**src/rtl/rfi_pkg.sv**
```systemverilog
package rfi_pkg;
    parameter int unsigned RFI_NUM_REGS = 32;
    parameter int unsigned RFI_DATA_W   = 32;

    typedef enum logic [1:0] {
        WB_IDLE   = 2'd0,
        WB_COMMIT = 2'd1,
        WB_REJECT = 2'd2
    } wb_kind_e;
endpackage

```
**src/rtl/rfi_wb_classify.sv**
```systemverilog
module rfi_wb_classify
    import rfi_pkg::*;
#(
    parameter int unsigned NUM_REGS = RFI_NUM_REGS,
    localparam int unsigned IDX_W   = $clog2(NUM_REGS)
) (
    input  logic                wb_en,
    input  logic [IDX_W-1:0]    wb_idx,
    input  logic [NUM_REGS-1:0] ready_vec,
    output wb_kind_e            kind
);
    // A result may only land on a register that is waiting for it.
    always_comb begin
        if (!wb_en) begin
            kind = WB_IDLE;
        end else if (wb_idx == '0 || ready_vec[wb_idx]) begin
            kind = WB_REJECT;
        end else begin
            kind = WB_COMMIT;
        end
    end
endmodule

```
**src/rtl/rfi_hazard.sv**
```systemverilog
module rfi_hazard #(
    parameter int unsigned NUM_REGS = rfi_pkg::RFI_NUM_REGS,
    localparam int unsigned IDX_W   = $clog2(NUM_REGS)
) (
    input  logic                dec_valid,
    input  logic [IDX_W-1:0]    src_a,
    input  logic [IDX_W-1:0]    src_b,
    input  logic                dst_en,
    input  logic [IDX_W-1:0]    dst,
    input  logic [NUM_REGS-1:0] ready_vec,
    output logic                stall,
    output logic                issue,
    output logic [NUM_REGS-1:0] clear_mask
);
    logic srcs_ready;

    always_comb begin
        srcs_ready = ready_vec[src_a] && ready_vec[src_b];
        issue      = dec_valid && srcs_ready;
        stall      = dec_valid && !srcs_ready;
    end

    // One pending-mark lane per register; lane 0 never fires.
    generate
        for (genvar g = 0; g < NUM_REGS; g++) begin : g_clear
            if (g == 0) begin : g_zero
                assign clear_mask[g] = 1'b0;
            end else begin : g_reg
                assign clear_mask[g] = issue && dst_en && (dst == IDX_W'(g));
            end
        end
    endgenerate
endmodule

```
**src/rtl/rfi_store.sv**
```systemverilog
module rfi_store
    import rfi_pkg::*;
#(
    parameter int unsigned NUM_REGS = RFI_NUM_REGS,
    parameter int unsigned DATA_W   = RFI_DATA_W,
    localparam int unsigned IDX_W   = $clog2(NUM_REGS)
) (
    input  logic                clk,
    input  logic                rst_n,
    input  wb_kind_e            wb_kind,
    input  logic [IDX_W-1:0]    wb_idx,
    input  logic [DATA_W-1:0]   wb_data,
    input  logic [NUM_REGS-1:0] clear_mask,
    input  logic [IDX_W-1:0]    rd_idx_a,
    input  logic [IDX_W-1:0]    rd_idx_b,
    output logic [NUM_REGS-1:0] ready_vec,
    output logic [DATA_W-1:0]   rd_data_a,
    output logic [DATA_W-1:0]   rd_data_b,
    output logic                err
);
    typedef struct packed {
        logic [NUM_REGS-1:0][DATA_W-1:0] data;
        logic [NUM_REGS-1:0]             ready;
        logic                            err;
    } state_t;

    state_t s_d;
    state_t s_q;

    always_comb begin
        s_d     = s_q;
        s_d.err = (wb_kind == WB_REJECT);
        if (wb_kind == WB_COMMIT) begin
            s_d.data[wb_idx]  = wb_data;
            s_d.ready[wb_idx] = 1'b1;
        end
        // The newer instruction's pending mark overrides the writeback.
        s_d.ready   = s_d.ready & ~clear_mask;
        s_d.ready[0] = 1'b1;
        s_d.data[0]  = '0;
    end

    always_ff @(posedge clk) begin
        if (!rst_n) begin
            s_q.data  <= '0;
            s_q.ready <= '1;
            s_q.err   <= 1'b0;
        end else begin
            s_q <= s_d;
        end
    end

    assign ready_vec = s_q.ready;
    assign rd_data_a = s_q.data[rd_idx_a];
    assign rd_data_b = s_q.data[rd_idx_b];
    assign err       = s_q.err;
endmodule

```
**src/rtl/regfile_interlock.sv**
```systemverilog
module regfile_interlock
    import rfi_pkg::*;
#(
    parameter int unsigned NUM_REGS = RFI_NUM_REGS,
    parameter int unsigned DATA_W   = RFI_DATA_W,
    localparam int unsigned IDX_W   = $clog2(NUM_REGS)
) (
    input  logic              clk,
    input  logic              rst_n,
    input  logic              dec_valid,
    input  logic [IDX_W-1:0]  dec_src_a,
    input  logic [IDX_W-1:0]  dec_src_b,
    input  logic              dec_dst_en,
    input  logic [IDX_W-1:0]  dec_dst,
    output logic [DATA_W-1:0] rd_data_a,
    output logic [DATA_W-1:0] rd_data_b,
    output logic              stall,
    output logic              issue,
    input  logic              wb_en,
    input  logic [IDX_W-1:0]  wb_idx,
    input  logic [DATA_W-1:0] wb_data,
    output logic              wb_err
);
    logic [NUM_REGS-1:0] ready_vec;
    logic [NUM_REGS-1:0] clear_mask;
    wb_kind_e            wb_kind;

    rfi_wb_classify #(.NUM_REGS(NUM_REGS)) u_classify (
        .wb_en     (wb_en),
        .wb_idx    (wb_idx),
        .ready_vec (ready_vec),
        .kind      (wb_kind)
    );

    rfi_hazard #(.NUM_REGS(NUM_REGS)) u_hazard (
        .dec_valid  (dec_valid),
        .src_a      (dec_src_a),
        .src_b      (dec_src_b),
        .dst_en     (dec_dst_en),
        .dst        (dec_dst),
        .ready_vec  (ready_vec),
        .stall      (stall),
        .issue      (issue),
        .clear_mask (clear_mask)
    );

    rfi_store #(.NUM_REGS(NUM_REGS), .DATA_W(DATA_W)) u_store (
        .clk        (clk),
        .rst_n      (rst_n),
        .wb_kind    (wb_kind),
        .wb_idx     (wb_idx),
        .wb_data    (wb_data),
        .clear_mask (clear_mask),
        .rd_idx_a   (dec_src_a),
        .rd_idx_b   (dec_src_b),
        .ready_vec  (ready_vec),
        .rd_data_a  (rd_data_a),
        .rd_data_b  (rd_data_b),
        .err        (wb_err)
    );
endmodule

```
**config.mk**
```make
export PLATFORM = sky130hd
export DESIGN_NAME = regfile_interlock
export DESIGN_NICKNAME = d
export VERILOG_FILES = /design/src/rtl/rfi_pkg.sv /design/src/rtl/rfi_wb_classify.sv /design/src/rtl/rfi_hazard.sv /design/src/rtl/rfi_store.sv /design/src/rtl/regfile_interlock.sv
export SDC_FILE = /design/constraint.sdc
export NUM_CORES = 2
export LEC_CHECK = 0
export BUFFER_PORTS_ARGS = -buffer_cell sky130_fd_sc_hd__buf_2
export CORE_AREA = 2 2 423 425
export DETAILED_ROUTE_END_ITERATION = 6
export DIE_AREA = 0 0 425 427
export PLACE_DENSITY_LB_ADDON = 0.05
export SLEW_MARGIN = 20
export SYNTH_ARGS = -nofsm -noshare
export SYNTH_HDL_FRONTEND = slang
export SYNTH_SLANG_ARGS = --single-unit
```
**constraint.sdc**
```tcl
create_clock -name clk -period 2.1 [get_ports clk]
set_clock_uncertainty 0.1 [all_clocks]
set_input_delay 0.105 -clock clk [delete_from_list [all_inputs] [get_ports clk]]
set_output_delay 0.105 -clock clk [all_outputs]
set_load 0.01 [all_outputs]
```
==> results.py <==
metrics = {
    "pwr": {
        "internal-power_w": 0.0349,
        "ir_worst_vdd_v": 0.000818,
        "p_sw_frac": 0.259,
        "p_leak_nw": 24.7,
        "power_frac_comb": 0.091,
        "power_frac_seq": 0.415,
        "p_per_area_mw_per_mm2": 685,
        "clkPwrFrac": 0.494,
        "p_sw_w": 0.0122,
    },
    "detailed_routing": {
        "viasPerCell": 5.46,
        "firstDrtPassIters": 5,
        "drt_iter0_markers": 3439,
        "drt_wl_total_um": 246000,
        "drc": 0,
        "avgRoutedWirePerCell_um": 30.7,
        "postRouteAntennaNets": 0,
        "via_count": 43700,
    },
    "outcome": {
        "violations": "setup timing",
        "status": "finished with violations",
    },
    "worst_setup_path": {
        "start_kind": "register",
        "critical_path_required_ps": 1890,
        "crit_path_end_kind": "primary output",
        "crit_path_max_fanout": 3,
        "reg2reg_depth": 8,
        "path_class": "register to primary output",
        "arrival_ps": 2680,
        "r2r_slack_ps": -230,
    },
    "clock_network": {
        "numCtsBuffers": 132,
        "htreeDepth": 4,
        "clock_latency_ps": 770,
        "root_buffer": "clkbuf_16",
        "cts_tree": "yes",
        "cts_sinks": 1024,
        "clk_path_buf_depth": 3,
        "clk_pin_slew_ps": 60,
    },
    "timing": {
        "slew_violations": 0,
        "worstMarginPinSlew_ps": 773,
        "hold_violations": 0,
        "hold_ws_ps": 53.1,
        "setup_viol_count_final": 331,
        "fin_crit_sh": 1.37,
        "fmax_mhz": 347,
        "setup_ws_ps": -780,
        "slew_headroom": 0.485,
        "rsz0062_at_grt": "true",
        "fin_crit_ps": 2880,
    },
    "grt": {
        "grt_pass1_wl_um": 340000,
        "overflow": 0,
        "grt_usage": 0.263,
        "grt_max_degree": 82,
        "grt_pass1_vias": 43000,
        "grt_antenna_before_repair": 6,
    },
    "synthesis": {
        "synth-seq-cells": 1024,
        "synth-edff-count": 0,
        "synth_cell_types": 64,
        "async_flop_share": 0,
        "syn_inst": 5145,
        "yosysWarnings": 0,
        "synth.avg_cell_area_um2": 10.3,
        "syn_area_mm2": 0.0528,
        "syn_nets": 5202,
        "synth_top_area_share": 0.388,
        "synth_area_leaders": "dfxtp_1, mux4_2, nand2_1",
        "synthFlopType": "dfxtp_1",
        "yosysTopAreaCell": "dfxtp_1",
        "ys_seq_area_frac": 0.388,
    },
    "floorplan": {
        "die_width_um": 425,
        "start_util": 0.298,
        "die-area_mm2": 0.181,
        "rows": 155,
        "core_area_mm2": 0.177,
        "dieHeight_um": 427,
        "io_pins": 124,
    },
    "finish": {
        "fill_cells": 17300,
        "syn2layout_area_growth_pct": 30.4,
        "drive_gt1_frac": 0.356,
        "layout_commonest_cell": "nand2_1",
        "nets": 5604,
        "utilization": 0.388,
        "final_cell_mix": "nand2_1, dfxtp_1, mux4_2",
    },
    "place": {
        "portBuffers": 123,
        "place.gp.congestion": 0.812,
        "dp_hpwl_um": 157000,
    },
    "min_path": {
        "hold_depth": 5,
        "hold_class": "primary input to register",
    },
    "flow_run": {
        "drv_cap": 0,
    },
}
## Yosys cell counts, types with 4 or more instances
cell type and instances:
a21oi_1 449, nor2_1 359, nand2_1 1002, mux2i_1 370, buf_2 161, nand4_1 6
mux4_2 588, buf_4 61, nor3_1 30, clkbuf_1 268, nand3b_1 10, buf_6 23
nand2b_1 4, a22o_1 64, or2_2 9, o2111ai_1 6, or3_1 6, nand3_1 201
clkbuf_2 4, buf_1 35, inv_1 7, nor3b_1 11, nor4_4 4, dfxtp_1 1024
a31oi_1 34, o21ai_0 255, mux2_2 100
## repair_timing
action / in CTS / in global routing
buffers inserted: 29 / 29
endpoints found under the hold margin: 1016 / 0
gates resized for setup: 299 / 287
gates cloned: 12 / 15
pin swaps: 28 / 57
hold buffers: 52 / 0
endpoints found under the setup margin: 505 / 480
## final timing paths
| path | endpoint | from |
|---|---|---|
| setup / recovery | issue | u_store.ready_vec[3]$_SDFF_PN1_ |
| hold / removal | u_store.err$_SDFF_PN0_ | wb_idx[4] |
| setup reg to reg | u_store.ready_vec[5]$_SDFF_PN1_ | u_store.ready_vec[3]$_SDFF_PN1_ |
| hold reg to reg | u_store.s_q[542]$_SDFFE_PN0P_ | u_store.s_q[542]$_SDFFE_PN0P_ |
## logic make-up after synthesis
logic type,share of synthesized area
muxes,0.343
and+or+nand+nor,0.130
buffers and inverters,0.0517
AOI/OAI and AO/OA,0.0867
DFF,0.388
## through the flow
step	area, µm²	setup TNS [ps]	instances	worst slack [ps]	total power [W]
final	68800	-54460	8006	-780	0.0471
after floorplan	52800	-515	5145	-27.4	0.0220
after CTS	67500	-51170	7968	-836	0.0476
after detailed placement	61000	-139260	7638	-400	0.0240
after global routing	68800	-79350	8006	-850	0.0485
after global placement	61000	-143110	7638	-421	0.0240
## critical path, stage by stage (launching register included)
cell     delay (ps)
dfxtp_2         330
buf_6           110
mux4_2          430
or3_1           320
a311o_2         430
and3_1          160
buf_2           130
## flip-flops by register name, summed over array words and instances (netlist names)
signal / cells
u_store.s_q: 992
u_store.ready_vec: 31
u_store.err: 1
## cell type report
class                      count  area [µm²]  area share
tap                         2355        2950      0.0428
clock inverter                41         490     0.00713
multi-input combinational   3559       30700       0.447
sequential                  1024       20700       0.301
inverter                       9        42.5    0.000618
clock buffer                 196        3850      0.0560
antenna                        1        2.50   0.0000364
timing repair buffer         821       10000       0.146
## routing by layer
metal | vias to the layer above | global-route usage | wire, µm
met1 | 22600 | 0.353 | 108000
met3 | 311 | 0.0299 | 10400
met2 | 1219 | 0.448 | 120000
met5 | - | 0 | 7
li1 | 19500 | - | -
met4 | 2 | 0.0709 | 7160
## power by group through the flow
stage / Sequential, W / Clock, W / Combinational, W
after floorplan: 0.0200 / 0 / 0.00201
after global placement: 0.0200 / 0 / 0.00403
after detailed placement: 0.0200 / 0 / 0.00402
after CTS: 0.0195 / 0.0238 / 0.00426
after global routing: 0.0195 / 0.0244 / 0.00451
final: 0.0195 / 0.0233 / 0.00431
Note: power is estimated with default switching activity, not from simulation.
